File: src/rtl/desc_seq_pkg.sv
package desc_seq_pkg;

    // Descriptor command type carried in bits [1:0] of each word.
    typedef enum logic [1:0] {
        OP_REGWR = 2'b00,
        OP_LINK  = 2'b01,
        OP_START = 2'b10,
        OP_END   = 2'b11
    } desc_op_e;

    typedef enum logic [2:0] {
        S_IDLE,
        S_REQ,
        S_WAIT,
        S_EXEC,
        S_CMD,
        S_ENG,
        S_DONE
    } seq_state_e;

endpackage

File: src/rtl/task_fifo.sv
module task_fifo #(
    parameter int DEPTH = 4,
    parameter int W     = 32,
    localparam int PW   = (DEPTH > 1) ? $clog2(DEPTH) : 1,
    localparam int CW   = $clog2(DEPTH + 1)
) (
    input  logic          clk,
    input  logic          rst,
    input  logic          push,
    input  logic          pop,
    input  logic [W-1:0]  din,
    output logic [W-1:0]  head,
    output logic [CW-1:0] count,
    output logic          full,
    output logic          empty
);

    typedef struct packed {
        logic [PW-1:0] rd;
        logic [PW-1:0] wr;
        logic [CW-1:0] cnt;
    } fq_t;

    fq_t q_q, q_d;
    logic [W-1:0] slots [DEPTH];

    function automatic logic [PW-1:0] step(input logic [PW-1:0] p);
        return (p == PW'(DEPTH - 1)) ? '0 : p + PW'(1);
    endfunction

    always_comb begin
        q_d = q_q;
        if (push) q_d.wr = step(q_q.wr);
        if (pop)  q_d.rd = step(q_q.rd);
        q_d.cnt = q_q.cnt + CW'(push) - CW'(pop);
    end

    always_ff @(posedge clk) begin
        if (rst) q_q <= '0;
        else     q_q <= q_d;
    end

    always_ff @(posedge clk) begin
        if (push) slots[q_q.wr] <= din;
    end

    assign head  = slots[q_q.rd];
    assign count = q_q.cnt;
    assign full  = (q_q.cnt == CW'(DEPTH));
    assign empty = (q_q.cnt == '0);

endmodule

File: src/rtl/desc_word_dec.sv
module desc_word_dec
    import desc_seq_pkg::*;
#(
    parameter int AW    = 32,
    parameter int IDX_W = 8,
    localparam int WW   = 32,
    localparam int NB   = WW / 8
) (
    input  logic [WW-1:0]    raw,
    input  logic             swap,
    output logic [WW-1:0]    word,
    output desc_op_e         op,
    output logic [IDX_W-1:0] idx,
    output logic [AW-1:0]    link
);

    logic [WW-1:0] rev;

    for (genvar b = 0; b < NB; b++) begin : g_byte
        assign rev[8*b +: 8] = raw[8*(NB-1-b) +: 8];
    end

    assign word = swap ? rev : raw;
    assign op   = desc_op_e'(word[1:0]);
    assign idx  = word[IDX_W+1:2];
    assign link = {word[AW-1:2], 2'b00};

endmodule

File: src/rtl/desc_task_seq.sv
module desc_task_seq
    import desc_seq_pkg::*;
#(
    parameter int QDEPTH = 4,
    parameter int AW     = 32,
    parameter int IDX_W  = 8,
    localparam int CNT_W = $clog2(QDEPTH + 1)
) (
    input  logic             clk,
    input  logic             rst,
    input  logic             swap_en,
    input  logic             wr_en,
    input  logic [AW-1:0]    wr_addr,
    output logic             mem_req,
    output logic [AW-1:0]    mem_addr,
    input  logic             mem_rvalid,
    input  logic [31:0]      mem_rdata,
    output logic             cmd_valid,
    input  logic             cmd_ready,
    output logic             cmd_kind,
    output logic [IDX_W-1:0] cmd_index,
    output logic [31:0]      cmd_data,
    input  logic             eng_done,
    output logic [CNT_W-1:0] fill_level,
    output logic             ovf_flag,
    output logic             irq_drained,
    output logic             irq_free_slot,
    output logic             irq_error
);

    localparam logic [AW-1:0] STEP = AW'(4);

    typedef struct packed {
        seq_state_e       st;
        logic [AW-1:0]    addr;
        logic [AW-1:0]    ret;
        logic             depth;
        logic             data_ph;
        desc_op_e         op;
        logic [IDX_W-1:0] idx;
        logic [AW-1:0]    link;
        logic             ckind;
        logic [IDX_W-1:0] cidx;
        logic [31:0]      cdata;
        logic             ovf;
        logic             irq_drn;
        logic             irq_free;
        logic             irq_err;
    } seq_t;

    seq_t q_q, q_d;

    logic             push, pop, q_full, q_empty;
    logic [AW-1:0]    q_head;
    logic [CNT_W-1:0] q_count;
    logic [31:0]      dec_word;
    desc_op_e         dec_op;
    logic [IDX_W-1:0] dec_idx;
    logic [AW-1:0]    dec_link;

    task_fifo #(.DEPTH(QDEPTH), .W(AW)) u_queue (
        .clk   (clk),
        .rst   (rst),
        .push  (push),
        .pop   (pop),
        .din   (wr_addr),
        .head  (q_head),
        .count (q_count),
        .full  (q_full),
        .empty (q_empty)
    );

    desc_word_dec #(.AW(AW), .IDX_W(IDX_W)) u_dec (
        .raw  (mem_rdata),
        .swap (swap_en),
        .word (dec_word),
        .op   (dec_op),
        .idx  (dec_idx),
        .link (dec_link)
    );

    // Writes to a full queue are dropped, even when a slot frees this cycle.
    assign push = wr_en && !q_full;

    always_comb begin
        q_d          = q_q;
        q_d.irq_drn  = 1'b0;
        q_d.irq_free = 1'b0;
        q_d.irq_err  = 1'b0;
        pop          = 1'b0;
        if (wr_en && q_full) q_d.ovf = 1'b1;

        case (q_q.st)
            S_IDLE: begin
                if (!q_empty) begin
                    q_d.addr  = q_head;
                    q_d.depth = 1'b0;
                    q_d.st    = S_REQ;
                end
            end
            S_REQ: q_d.st = S_WAIT;
            S_WAIT: begin
                if (mem_rvalid) begin
                    if (q_q.data_ph) begin
                        q_d.data_ph = 1'b0;
                        q_d.ckind   = 1'b0;
                        q_d.cdata   = dec_word;
                        q_d.st      = S_CMD;
                    end else begin
                        q_d.op   = dec_op;
                        q_d.idx  = dec_idx;
                        q_d.link = dec_link;
                        q_d.st   = S_EXEC;
                    end
                end
            end
            S_EXEC: begin
                case (q_q.op)
                    OP_REGWR: begin
                        q_d.cidx    = q_q.idx;
                        q_d.data_ph = 1'b1;
                        q_d.addr    = q_q.addr + STEP;
                        q_d.st      = S_REQ;
                    end
                    OP_LINK: begin
                        if (q_q.depth) begin
                            q_d.irq_err = 1'b1;
                            q_d.st      = S_DONE;
                        end else begin
                            q_d.ret   = q_q.addr + STEP;
                            q_d.depth = 1'b1;
                            q_d.addr  = q_q.link;
                            q_d.st    = S_REQ;
                        end
                    end
                    OP_START: begin
                        q_d.ckind = 1'b1;
                        q_d.cidx  = '0;
                        q_d.cdata = '0;
                        q_d.st    = S_CMD;
                    end
                    default: begin
                        if (q_q.depth) begin
                            q_d.depth = 1'b0;
                            q_d.addr  = q_q.ret;
                            q_d.st    = S_REQ;
                        end else begin
                            q_d.st = S_DONE;
                        end
                    end
                endcase
            end
            S_CMD: begin
                if (cmd_ready) begin
                    if (q_q.ckind) begin
                        q_d.st = S_ENG;
                    end else begin
                        q_d.addr = q_q.addr + STEP;
                        q_d.st   = S_REQ;
                    end
                end
            end
            S_ENG: begin
                if (eng_done) begin
                    q_d.addr = q_q.addr + STEP;
                    q_d.st   = S_REQ;
                end
            end
            S_DONE: begin
                pop          = 1'b1;
                q_d.depth    = 1'b0;
                q_d.data_ph  = 1'b0;
                q_d.irq_drn  = (q_count == CNT_W'(1)) && !push;
                q_d.irq_free = q_full;
                q_d.st       = S_IDLE;
            end
            default: q_d.st = S_IDLE;
        endcase
    end

    always_ff @(posedge clk) begin
        if (rst) q_q <= '0;
        else     q_q <= q_d;
    end

    assign mem_req       = (q_q.st == S_REQ);
    assign mem_addr      = q_q.addr;
    assign cmd_valid     = (q_q.st == S_CMD);
    assign cmd_kind      = q_q.ckind;
    assign cmd_index     = q_q.cidx;
    assign cmd_data      = q_q.cdata;
    assign fill_level    = q_count;
    assign ovf_flag      = q_q.ovf;
    assign irq_drained   = q_q.irq_drn;
    assign irq_free_slot = q_q.irq_free;
    assign irq_error     = q_q.irq_err;

endmodule

File: config.mk
export PLATFORM = sky130hd
export DESIGN_NAME = desc_task_seq
export DESIGN_NICKNAME = d
export VERILOG_FILES = /design/src/rtl/desc_seq_pkg.sv /design/src/rtl/task_fifo.sv /design/src/rtl/desc_word_dec.sv /design/src/rtl/desc_task_seq.sv
export SDC_FILE = /design/constraint.sdc
export NUM_CORES = 1
export LEC_CHECK = 0
export ABC_CLOCK_PERIOD_IN_PS = 2400
export BUFFER_PORTS_ARGS = -buffer_cell sky130_fd_sc_hd__clkbuf_2
export CAP_MARGIN = 40
export CORE_UTILIZATION = 50
export DETAILED_ROUTE_END_ITERATION = 12
export GPL_ROUTABILITY_DRIVEN = 0
export GPL_TIMING_DRIVEN = 1
export PLACE_DENSITY_LB_ADDON = 0.12
export SLEW_MARGIN = 20
export SYNTH_ARGS = -nofsm -noshare
export SYNTH_HDL_FRONTEND = slang
export SYNTH_SLANG_ARGS = --single-unit
File: constraint.sdc
create_clock -name clk -period 2.4 [get_ports clk]
set_clock_uncertainty 0.1 [all_clocks]
set_input_delay 0.24 -clock clk [delete_from_list [all_inputs] [get_ports clk]]
set_output_delay 0.24 -clock clk [all_outputs]
set_load 0.01 [all_outputs]
[Yosys cells after proc, flatten, opt, wreduce, memory -nomap -nowiden]
Memories as Yosys holds them, arrays and structs flattened. A register that Yosys moved wholly into a read port is not among the register bits.
Cells that the tools add are included.
Word-level totals
  word-level logic and storage cells: 116
  register bits: 161
  output and inout bits: 82
  memories kept: 1
  RAM bits: 128
Cells by class
  bitwise logic cells: 5
  muxes and demuxes: 39
  reductions and logical operators: 24
  eq/ne operators: 24
  add/subtract/negate cells: 5
Memories
  u_queue.slots: words 4, bits a word 32, rd ports 1, clocked after Yosys merged registers in 1, write ports 1, line task_fifo.sv:25  | logic [W-1:0] slots [DEPTH];
Operators with widths (number)
  $mux 32: 6
  $pmux 32 s4: 1
  $mux 35: 3
  $pmux 32 s3: 1
  $mux 65: 1
  $pmux 32 s2: 1
  $mux 44: 1
  $mux 42: 1
  $add 32x3->32 const B: 1
  $pmux 3 s6: 1
  $pmux 8 s2: 1
  $mux 3: 5
  $ne 2x2->1 const B: 7
  $eq 3x3->1 const B: 4
  $reduce_and 3->1: 4
  $pmux 3 s3: 1
  $mux 1: 8
  $mux 2: 4
  $reduce_and 4->1: 2
  $reduce_and 8->1: 1
  $eq 2x2->1 const B: 3
  $eq 3x1->1 const B: 2
  $eq 3x2->1 const B: 2
  $logic_not 3->1: 2
  19 further kinds: 34

[Depth between registers and ports, before layout]
Gate-level depths: netlist of the first run.
  word-level depth: 5
  depth in mapped cells: 11

[By module]
A second synthesis of the first run with hierarchy kept.
Unflattened totals
  cell total of the unflattened synthesis: 1259
  area, all modules: 13843.3 um^2
Modules (own cells, without submodules)
  desc_task_seq: instances 1, sequential area each 3123.0 um^2, cells an instance 967, area each 7845.0 um^2
  task_fifo: instances 1, sequential area each 4023.9 um^2, cells an instance 213, area each 5134.9 um^2
  desc_word_dec: instances 1, sequential area each 0.0 um^2, cells an instance 79, area each 863.3 um^2

[Least setup slack after synthesis of the first run]
No wires, ideal clock.
  kind: reg-to-reg
  from: register q_q[154] in the netlist's numbering
  to: register u_queue.q_q (netlist bit u_queue.count[2])
  data required time: 2.172 ns
  slack: 0.075 ns
  cell stages (with the launch flop): 12
  arrival time: 2.097 ns
  library setup time: 0.128 ns
  clock period less this slack: 2.325 ns
  path through: dfxtp_1 -> clkbuf_1 -> nand3_1 -> inv_1 -> ha_1 -> inv_1 -> ha_1 -> inv_1 -> fa_1 -> xor2_1 -> xnor2_1 -> nor2_1
Between the ends
  longest elaborated chain between the ends: 3
RTL lines
  from (decl): line desc_task_seq.sv:51  | seq_t q_q, q_d;
  from (signal assigned): line desc_task_seq.sv:183  | else q_q <= q_d;
  $eq 3x3->1: line desc_task_seq.sv:93  | case (q_q.st)
  $mux 1: line desc_task_seq.sv:93
  $sub 3x1->3: line task_fifo.sv:35  | q_d.cnt = q_q.cnt + CW'(push) - CW'(pop);
  to (signal assigned): line task_fifo.sv:40  | else q_q <= q_d;
  to (decl): line task_fifo.sv:24  | fq_t q_q, q_d;
No other way between the ends.
A chain may end at the register's enable or synchronous reset.

[Final worst setup path of the first run]
  from: register q_q[153] in the netlist's numbering
  to: register q_q (netlist bit mem_addr[31])
Between the ends
  longest elaborated chain between the ends: 3
  elaborated cells on any way between the ends: 14
  those cells by class: 10 x eq/ne; 1 x mux; 3 x reduce/logical
RTL lines (line)
  $eq 3x2->1 (tied with other cells): desc_task_seq.sv:93
  $ne 4x2->1 (no source line) (tied with other cells)
  $reduce_and 8->1 (no source line)
Several ways; a longest one is shown, not always the timed one.

==> out/metrics.csv, run 1 <==
metric;value;unit
outcome;completed;
layout cells sized above 1;27.37;%
RSZ-0062 raised after global routing;no;
final setup fails;0;
Netlist cell types;72;
first-pass GRT wire length;51.34;mm
post-synthesis sequential area ratio;53.76;%
initial antenna violation count;0;
number of DRC markers in iteration 0;906;
Ys Warns;0;
clk slew on worst S/H paths;0.06;ns
Peak VDD IR;0.6242;mV
vias in the first global route;8743;
Crit Reg-Reg Startpoint;q_q[153]$_SDFFE_PP0P_;
Max Used Layer;met4;
Synth Instances;1096;
worst setup path startpoint;q_q[153]$_SDFFE_PP0P_;
post-DR wirelength/cell;20.81;um
chip width;162.8;um
# IOs;153;
Detailed Route WL;33.17;mm
dpl hpwl;22.63;mm
GRT Resource Usage Total;25.24;%
endpoint type of the worst setup path;flip-flop;
Max-slew headroom;57.13;%
Worst setup SP type;flip-flop;
DIE HEIGHT;162.8;um
Slew Viols, Final;0;
Layout area overhead;18.27;%
Max Cap Viol;0;
critical path capture point;mem_addr[31]$_SDFFE_PP0P_;
FF+latch count, synth;283;
Leak;5.616;nW
final setup TNS;0;ns
Post-synth ARST share;0;%
DR vias/cell;5.804;
Synth Flop Type;dfxtp_1;
drt drc;0;
Syn Area/Cell;11.79;sq um
number of fill cells;2091;
Routed Antenna Nets;0;
number of CTS-inserted buffers;30;
minimum clock period;2.199;ns
worst-margin pin slew;0.6430;ns
fmax;454.8;MHz
final worst-path cycle share;91.63;%
syn_nets;1176;
nets@finish;1320;
Setup CP Type;reg -> reg;
worst r2r path cells;8;
largest net degree at the start of global routing;137;
Power Density;913.5;nW/um^2
Post-CTS Resized;0;
CTS tree;done;
critical path peak fanout;33;
Port Buffers;152;
post-synthesis instance area;12920;sq um
clk sink count;283;
row count;58;
EDFF count, synth;128;
Hold Violations, Final;0;
grt ovf;0;
worst path arrival time;2.58;ns
r2r endpoint;mem_addr[31]$_SDFFE_PP0P_;
core area;25250;sq um
Hold Crit Class;in -> reg;
Routed met2 length;15.02;mm
clk root buf;clkbuf_16;
Antenna Diode Count;0;
Hold Slack;0.01762;ns
H-Tree Depth;1;
Vias;9251;
routed length on met1;14.96;mm
Skew-Pair Late Insertion Delay;0.56;ns
die area;26490;sq um
flop-to-flop setup slack;0.20;ns
total power;13.96;mW
maximum clock insertion buffer count;3;
CP Data Required Time;2.78;ns
met3 WL;2.534;mm
Initial Util;51.16;%
First-pass DRT Iterations;6;
where the power goes:
group	internal, mW	total (mW)	leakage, nW	switching (mW)
combinational	1.40	3.18	2.68	1.78
clock	2.95	4.81	0.504	1.86
sequential	5.54	5.97	2.43	0.426
what timing repair did:
action,CTS,global route
setup buffers,0,0
hold buffers,45,0
endpoints found under the hold margin,139,0
routing by layer:
layer | vias to the layer above | track usage (%)
met1 | 4499 | 36.16
met3 | 45 | 4.915
met2 | 348 | 39.73
met4 | 0 | 5.353
met5 | - | 0
li1 | 4359 | -
cells in the final DEF (no fill, tap or decap), types with 33 or more instances in the layout:
cell type      count
a211oi_1          33
a21oi_1           48
a22oi_1           47
buf_4             60
clkbuf_16         33
clkbuf_2         151
dfxtp_1          154
dlygate4sd3_1     45
edfxtp_1         128
mux2i_1           42
nor2_1           122
worst min path at each step:
stage	slack, ns	cells past startpoint	from	end
final	0.02	4	mem_rdata[22]	cmd_data[22]$_SDFFE_PP0P_
after global routing	0.03	4	mem_rdata[31]	cmd_data[31]$_SDFFE_PP0P_
after CTS	0.0005	4	mem_rdata[31]	cmd_data[31]$_SDFFE_PP0P_
after detailed placement	0.36	1	wr_addr[29]	u_queue.slots[1][29]$_DFFE_PP_
after global placement	0.36	2	ovf_flag$_SDFFE_PP0P_	ovf_flag$_SDFFE_PP0P_
after floorplan	0.24	0	wr_addr[0]	u_queue.slots[0][0]$_DFFE_PP_
cells in the mapped netlist, types with 16 or more instances:
| master | count | area share (%) |
|---|---|---|
| a211oi_1 | 33 | 1.9 |
| a21oi_1 | 49 | 1.9 |
| a22oi_1 | 47 | 2.7 |
| buf_2 | 22 | 0.85 |
| buf_4 | 85 | 4.9 |
| clkbuf_1 | 42 | 1.2 |
| dfxtp_1 | 155 | 24 |
| edfxtp_1 | 128 | 30 |
| inv_1 | 28 | 0.81 |
| mux2_2 | 30 | 2.6 |
| mux2i_1 | 42 | 3.3 |
| mux4_2 | 32 | 5.6 |
| nand2_1 | 18 | 0.52 |
| nor2_1 | 122 | 3.5 |
| o21ai_0 | 16 | 0.62 |
| xnor2_1 | 24 | 1.6 |
sequential cells by signal (all words and copies together), names as in the netlist, named ones only:
register	count
mem_addr	32
q_q	69
u_queue.q_q	4
cmd_index	8
irq_drained	1
u_queue.count	3
irq_free_slot	1
cmd_kind	1
irq_error	1
cmd_data	32
ovf_flag	1
u_queue.slots	128
cell families (layout without fill, tap and decap cells):
kind of cell	after synthesis	in the layout	share of synthesized area, %
flip-flops	283	283	53.76
buffers and inverters	182	350	8.202
AND/OR/NAND/NOR	242	242	9.519
AO/OA/AOI/OAI	245	245	14.04
multiplexers	104	104	11.45
XOR/XNOR	31	31	2.101
adder cells (fa/ha/maj)	9	9	0.9296
final cells by class:
class                           count  area [sq um]  area share (%)
Clock buffer                       44         877.1           5.739
Tap cell                          330         412.9           2.702
Clock inverter                     12         158.9           1.040
Sequential cell                   283          6948           45.46
Inverter                           28         105.1          0.6877
Timing Repair Buffer              266          1857           12.15
Multi-Input combinational cell    631          4923           32.22
worst max-delay path, cell delays in order (launching register included):
cell and delay (ns):
dfxtp_1 0.44, buf_4 0.17, nand3b_4 0.12, and2_1 0.23, buf_12 0.19, a21boi_4 0.31
nand3_1 0.15, buf_4 0.24, o211ai_1 0.18
metrics by stage:
step / area [sq um] / cells / worst slack [ns] / util [%]
after floorplan: 12920 / 1096 / 0.07534 / -
after global placement: 13790 / 1492 / 0.1919 / 54.60
after detailed placement: 13800 / 1493 / 0.2214 / 54.63
after CTS: 15280 / 1594 / 0.2139 / 60.51
after global routing: 15280 / 1594 / 0.05521 / 60.51
final: 15280 / 1594 / 0.2010 / 60.51
No activity file was read; power rests on OpenSTA's default activity.
==> run 2: changes to the inputs <==
CELL_PAD_IN_SITES_DETAIL_PLACEMENT = 0   (was not set)
CELL_PAD_IN_SITES_GLOBAL_PLACEMENT = 1   (was not set)
CORE_UTILIZATION = 42   (was 50)
==> run 2 against run 1 <==
Sequential share of layout area shrank 0.30 points. Critical path depth shrank 1. Cell area grew 0.66%. Sequential power is essentially flat. Core utilization shrank 9.2 points. Flip-flop and latch count is the same. Global-route usage shrank 2.9 points. Worst hold slack lost 0.0090 ns. Clock-buffer cell count shrank 4. Non-clock buffer count shrank 1. Register-to-register slack is essentially flat. Via count shrank 1.5%. Critical path type unchanged. Critical endpoint is now mem_addr[24]$_SDFFE_PP0P_. Largest cell class unchanged.
==> out/metrics.csv, run 2 (same netlist as run 1, synthesis figures left out) <==
metric;value;unit;change
worst-margin pin slew;0.5085;ns;was 0.6430 ns
most flop-heavy register;u_queue.slots;;unchanged
worst r2r path cells;7;;was 8
internal power;9.749;mW;was 9.885 mW
final setup TNS;0;ns;unchanged
Detailed Route WL;34.81;mm;was 33.17 mm
largest net degree at the start of global routing;86;;was 137
first-pass GRT wire length;53.50;mm;was 51.34 mm
Vias;9110;;was 9251
Port Buffers;152;;unchanged
max reg flops;128;;unchanged
die area;31470;sq um;was 26490 sq um
Sequential Power Share;43.0;%;was 42.7%
Setup CP Type;reg -> reg;;unchanged
Power Density;903.5;nW/um^2;was 913.5 nW/um^2
most common cell after layout, fill and taps aside;dfxtp_1;;unchanged
CTS tree;done;;unchanged
Layout area overhead;19.06;%;was 18.27%
chip width;177.4;um;was 162.8 um
# IOs;153;;unchanged
grt ovf;0;;unchanged
GRT Resource Usage Total;22.29;%;was 25.24%
fmax;453.5;MHz;was 454.8 MHz
initial antenna violation count;1;;was 0
Initial Util;43.14;%;was 51.16%
minimum clock period;2.205;ns;was 2.199 ns
final setup fails;0;;unchanged
maximum clock insertion buffer count;3;;unchanged
vias in the first global route;8977;;was 8743
max incr delay on CP;0.46;ns;was 0.44 ns
Slew Viols, Final;0;;unchanged
Max Cap Viol;0;;unchanged
dpl hpwl;23.68;mm;was 22.63 mm
Setup Buffers After CTS;0;;unchanged
nets@finish;1320;;unchanged
clk slew on worst S/H paths;0.06;ns;about the same
DIE HEIGHT;177.4;um;was 162.8 um
critical path's top delay family;compound AO/OA/AOI/OAI gates;;was buffers and inverters
critical path peak fanout;14;;was 33
DR vias/cell;5.508;;was 5.804
Sw Ratio;29.86;%;was 29.19%
final worst-path cycle share;91.88;%;was 91.63%
worst path arrival time;2.53;ns;was 2.58 ns
drt drc;0;;unchanged
number of DRC markers in iteration 0;716;;was 906
H-Tree Depth;1;;unchanged
row count;63;;was 58
outcome;completed;;unchanged
clk sink count;283;;unchanged
Routed Antenna Nets;0;;unchanged
CTS Hold Bufs;53;;was 45
First-pass DRT Iterations;5;;was 6
endpoint type of the worst setup path;flip-flop;;unchanged
Worst Hold Depth;4;;unchanged
switching pwr;4.150;mW;was 4.074 mW
Post-CTS Resized;0;;unchanged
post-layout util;51.36;%;was 60.51%
Hold Crit Class;in -> reg;;unchanged
core area;29950;sq um;was 25250 sq um
post-DR wirelength/cell;21.04;um;was 20.81 um
Antenna Diode Count;0;;unchanged
CP Data Required Time;2.73;ns;was 2.78 ns
largest registers;u_queue.slots: 128 flops, q_q: 69 flops;;unchanged
CP most frequent cell;buf_4;;unchanged
Worst setup SP type;flip-flop;;unchanged
layout cells sized above 1;26.90;%;was 27.37%
highest-delay cell along the critical path;dfxtp_1;;unchanged
Hold Violations, Final;0;;unchanged
Max-slew headroom;65.97;%;was 57.13%
Comb pwr share;22.7;%;was 22.8%
Skew-Pair Late Insertion Delay;0.57;ns;was 0.56 ns
clock power share;34.3;%;was 34.5%
leading cell types in the layout, fill and taps excluded;dfxtp_1 (154), clkbuf_2 (153), edfxtp_1 (128), nor2_1 (122), dlygate4sd3_1 (53);;was dfxtp_1 (154), clkbuf_2 (151), edfxtp_1 (128), nor2_1 (122), buf_4 (60)
RSZ-0062 raised after global routing;no;;unchanged
Leak;5.616;nW;about the same
crit path cell chain;nand3b_4, buf_4, a21oi_1, a211o_2, buf_4, o311ai_1, o21ai_1;;was buf_4, nand3b_4, and2_1, buf_12, a21boi_4, nand3_1, buf_4, o211ai_1
clk root buf;clkbuf_16;;unchanged
Peak VDD IR;0.5878;mV;was 0.6242 mV
WP buf/inv;2;;was 3
number of cells on the critical path;7;;was 8
number of CTS-inserted buffers;31;;was 30
==> run 2: cell count changes in the layout (fill, tap and decap cells not counted), moves of 2 or more <==
cell           previous run  this run
clkbuf_1                 10         4
clkbuf_2                151       153
clkinv_1                  4         8
dlygate4sd3_1            45        53
buf_12                   10        12
buf_4                    60        48
==> run 2: worst paths after layout <==
path	slack [ns]	endpoint	startpoint
min reg2reg	0.38	cmd_index[3]$_SDFFE_PP0P_	cmd_index[3]$_SDFFE_PP0P_
max reg2reg	0.19	mem_addr[24]$_SDFFE_PP0P_	q_q[155]$_SDFFE_PP0P_
min	0.009	cmd_data[20]$_SDFFE_PP0P_	mem_rdata[20]
max	0.19	mem_addr[24]$_SDFFE_PP0P_	q_q[155]$_SDFFE_PP0P_
==> run 2: metal layers <==
layer  up-vias  part of all wire [%]  track usage, %
met5         -                     0               0
met4         0                   1.9           5.342
met3        38                   7.1           4.199
met2       281                    44           34.60
met1      4429                    47           32.05
li1       4362                     -               -
==> run 2: through the flow <==
| step | instances | area, sq um | worst slack (ns) | hold WS (ns) | total power, mW |
|---|---|---|---|---|---|
| detailed placement | 1544 | 13830 | 0.2258 | 0.3670 | 9.153 |
| floorplan | 1096 | 12920 | 0.07534 | 0.2389 | 8.170 |
| global placement | 1543 | 13820 | 0.1835 | 0.3586 | 9.153 |
| CTS | 1654 | 15380 | 0.2048 | 0.0004809 | 14.02 |
| global route | 1654 | 15380 | 0.02102 | 0.02707 | 14.54 |
| finish | 1654 | 15380 | 0.1948 | 0.008629 | 13.90 |
==> run 2: layout make-up <==
class / count / area, sq um
Fill cell: 2730 / 14570
Timing Repair Buffer: 265 / 1898
Clock inverter: 17 / 156.4
Tap cell: 390 / 488.0
Multi-Input combinational cell: 631 / 4923
Clock buffer: 40 / 864.6
Inverter: 28 / 105.1
Sequential cell: 283 / 6948
==> run 2: tightest hold or removal path, delay by kind of cell <==
kind | cells | cell delay (ns)
simple gates | 1 | 0.08
compound gates | 1 | 0.06
mux | 1 | 0.16
buf+inv | 1 | 0.08
==> run 2: power groups by stage <==
stage               logic [mW]  clock network, mW  registers, mW
floorplan                 2.22                  0           5.95
global placement          3.08                  0           6.07
detailed placement        3.08                  0           6.07
CTS                       3.17               4.87           5.98
global route              3.42               5.08           6.04
finish                    3.15               4.77           5.98
==> run 3: changes to the inputs <==
ABC_CLOCK_PERIOD_IN_PS = 2100   (was 2400)
CORE_UTILIZATION = 47   (was 42)
GPL_TIMING_DRIVEN = 0   (was 1)
SLEW_MARGIN = not set   (was 20)
clock period = 2.1 ns   (was 2.4 ns; I/O delays follow)
==> run 3 against run 2 <==
Register-to-register slack worse by 0.17 ns. Core utilization up 10 points. Largest power group unchanged. Fmax up 6.4%. Highest routed layer unchanged. Cell count up 5.7%. Largest cell class unchanged. Clock power up 19%.
==> out/metrics.csv, run 3 (same netlist as run 1, synthesis figures left out) <==
metric;value;unit;change
core area;26950;sq um;was 29950 sq um
largest registers;u_queue.slots: 128 flops, q_q: 69 flops;;unchanged
Worst Slack Setup Final;0.02781;ns;was 0.1948 ns
Worst Hold Depth;4;;unchanged
Initial Util;47.94;%;was 43.14%
dpl hpwl;26.51;mm;was 23.68 mm
row count;60;;was 63
most common cell after layout, fill and taps aside;clkbuf_2;;was dfxtp_1
Slew Viols, Final;0;;unchanged
critical path peak fanout;10;;was 14
post-layout util;61.81;%;was 51.36%
vias in the first global route;9530;;was 8977
fmax;482.6;MHz;was 453.5 MHz
leading cell types in the layout, fill and taps excluded;clkbuf_2 (159), dfxtp_1 (139), edfxtp_1 (128), nor2_1 (120), buf_4 (111);;was dfxtp_1 (154), clkbuf_2 (153), edfxtp_1 (128), nor2_1 (122), dlygate4sd3_1 (53)
chip width;167.8;um;was 177.4 um
pre-CTS setup slack;-0.3426;ns;was 0.2258 ns
Cell Area, Placed;14200;sq um;was 13830 sq um
drt drc;0;;unchanged
H-Tree Depth;1;;unchanged
flop-to-flop setup slack;0.03;ns;was 0.19 ns
grt ovf;0;;unchanged
Setup CP Type;reg -> reg;;unchanged
Crit Reg-Reg Startpoint;q_q[153]$_SDFFE_PP0P_;;was q_q[155]$_SDFFE_PP0P_
clk root buf;clkbuf_16;;unchanged
Hold EP;q_q[80]$_SDFFE_PP0P_;;was cmd_data[20]$_SDFFE_PP0P_
first-pass GRT wire length;56.86;mm;was 53.50 mm
startpoint of the worst hold path;mem_rdata[5];;was mem_rdata[20]
worst r2r path cells;5;;was 7
Port Buffers;151;;was 152
Hold Crit Class;in -> reg;;unchanged
final instance area;16660;sq um;was 15380 sq um
layout cells sized above 1;35.54;%;was 26.90%
Sequential Power Share;41.4;%;was 43.0%
nets@finish;1463;;was 1320
largest net degree at the start of global routing;33;;was 86
Peak VDD IR;0.7829;mV;was 0.5878 mV
Max-slew headroom;35.85;%;was 65.97%
Multi-input gate area;5182;sq um;was 4923 sq um
number of CTS-inserted buffers;30;;was 31
CP Data Required Time;2.40;ns;was 2.73 ns
number of DRC markers in iteration 0;888;;was 716
Skew-Pair Late Insertion Delay;0.57;ns;about the same
final worst-path cycle share;98.68;%;was 91.88%
final setup fails;0;;unchanged
worst-margin pin slew;0.9622;ns;was 0.5085 ns
sequential cell area;6974;sq um;was 6948 sq um
switching pwr;5.038;mW;was 4.150 mW
total power;16.82;mW;was 13.90 mW
Max Cap Viol;0;;unchanged
Detailed Route WL;37.76;mm;was 34.81 mm
Vias;9953;;was 9110
maximum clock insertion buffer count;3;;unchanged
r2r endpoint;mem_addr[0]$_SDFFE_PP0P_;;was mem_addr[24]$_SDFFE_PP0P_
Hold Violations, Final;0;;unchanged
initial antenna violation count;0;;was 1
First-pass DRT Iterations;5;;unchanged
post-DR wirelength/cell;21.60;um;was 21.04 um
Leak;6.296;nW;was 5.616 nW
most flop-heavy register;u_queue.slots;;unchanged
clock power share;33.7;%;was 34.3%
outcome;completed;;unchanged
RSZ-0062 raised after global routing;yes;;was no
die area;28160;sq um;was 31470 sq um
DR vias/cell;5.694;;was 5.508
internal power;11.78;mW;was 9.749 mW
Antenna Diode Count;0;;unchanged
clk sink count;283;;unchanged
DIE HEIGHT;167.8;um;was 177.4 um
Routed Antenna Nets;0;;unchanged
highest-delay cell along the critical path;a2111o_1;;was dfxtp_1
final setup TNS;0;ns;unchanged
critical path's top delay family;compound AO/OA/AOI/OAI gates;;unchanged
Sw Ratio;29.96;%;was 29.86%
Layout area overhead;28.92;%;was 19.06%
# IOs;153;;unchanged
Power Density;1009;nW/um^2;was 903.5 nW/um^2
endpoint type of the worst setup path;flip-flop;;unchanged
worst path arrival time;2.38;ns;was 2.53 ns
clk slew on worst S/H paths;0.06;ns;about the same
crit path cell chain;buf_4, or3_4, a2111o_1, a221oi_2, a211oi_1;;was nand3b_4, buf_4, a21oi_1, a211o_2, buf_4, o311ai_1, o21ai_1
GRT Resource Usage Total;26.58;%;was 22.29%
max reg flops;128;;unchanged
minimum clock period;2.072;ns;was 2.205 ns
Comb pwr share;24.9;%;was 22.7%
max incr delay on CP;0.55;ns;was 0.46 ns
CTS tree;done;;unchanged
Worst setup SP type;flip-flop;;unchanged
number of fill cells;2205;;was 2730
WP buf/inv;1;;was 2
run 3: layout make-up:
type                    instances  area share [%]
inverters                      28          0.6309
well taps                     341           2.561
repair buffers                258           11.00
flip-flops and latches        283           41.87
plain buffers                 151           6.422
clock buffers                  31           4.657
multi-input cells             631           31.11
clock inverters                25           1.758
run 3: worst min-delay path, delay by kind of cell:
family | cells | cell delay, ns
mux | 2 | 0.27
simple gates | 1 | 0.07
buf+inv | 1 | 0.09
run 3: per-stage QoR:
stage | cells | hold slack, ns
2_1_floorplan | 1096 | 0.2089
3_3_place_gp | 1588 | 0.3262
3_5_place_dp | 1592 | 0.3317
4_1_cts | 1731 | 0.001262
5_1_grt | 1748 | 0.01873
6_report | 1748 | 0.01158
run 3: power by group through the flow:
stage / combinational (mW) / sequential, mW / clock (mW)
after detailed placement: 3.67 / 7.01 / 0
final: 4.18 / 6.96 / 5.67
after global placement: 3.61 / 7.00 / 0
after CTS: 3.95 / 6.92 / 5.75
after floorplan: 2.55 / 6.80 / 0
after global routing: 4.48 / 7.02 / 5.98
run 3: worst max path at each step:
| stage | start | end | slack (ns) | cells past startpoint |
|---|---|---|---|---|
| 2_1_floorplan | q_q[154]$_SDFFE_PP0P_ | u_queue.count[2]$_SDFF_PP0_ | 0.01 | 11 |
| 5_1_grt | q_q[155]$_SDFFE_PP0P_ | u_queue.count[2]$_SDFF_PP0_ | -0.06 | 11 |
| 6_report | q_q[153]$_SDFFE_PP0P_ | mem_addr[0]$_SDFFE_PP0P_ | 0.03 | 5 |
| 3_3_place_gp | u_queue.count[1]$_SDFF_PP0_ | u_queue.slots[0][2]$_DFFE_PP_ | -0.67 | 3 |
| 3_5_place_dp | mem_addr[2]$_SDFFE_PP0P_ | q_q[119]$_SDFFE_PP0P_ | -0.34 | 6 |
| 4_1_cts | q_q[154]$_SDFFE_PP0P_ | u_queue.count[2]$_SDFF_PP0_ | 0.0009 | 11 |
run 3: layer usage:
layer,up-vias,GRT usage [%],wire (um)
met5,-,0,0
met4,0,8.696,1010
met3,71,4.325,2858
met2,423,41.94,17050
met1,4800,37.42,16840
li1,4659,-,-
run 3: repair_timing:
action                                  4_1_cts  5_1_grt
hold endpoints to repair                    177        0
gates cloned                                  0        2
buffers inserted                             11       17
endpoints found under the setup margin       94       96
pin swaps                                     6       11
resized for setup                            68       62
hold buffers                                 73        0
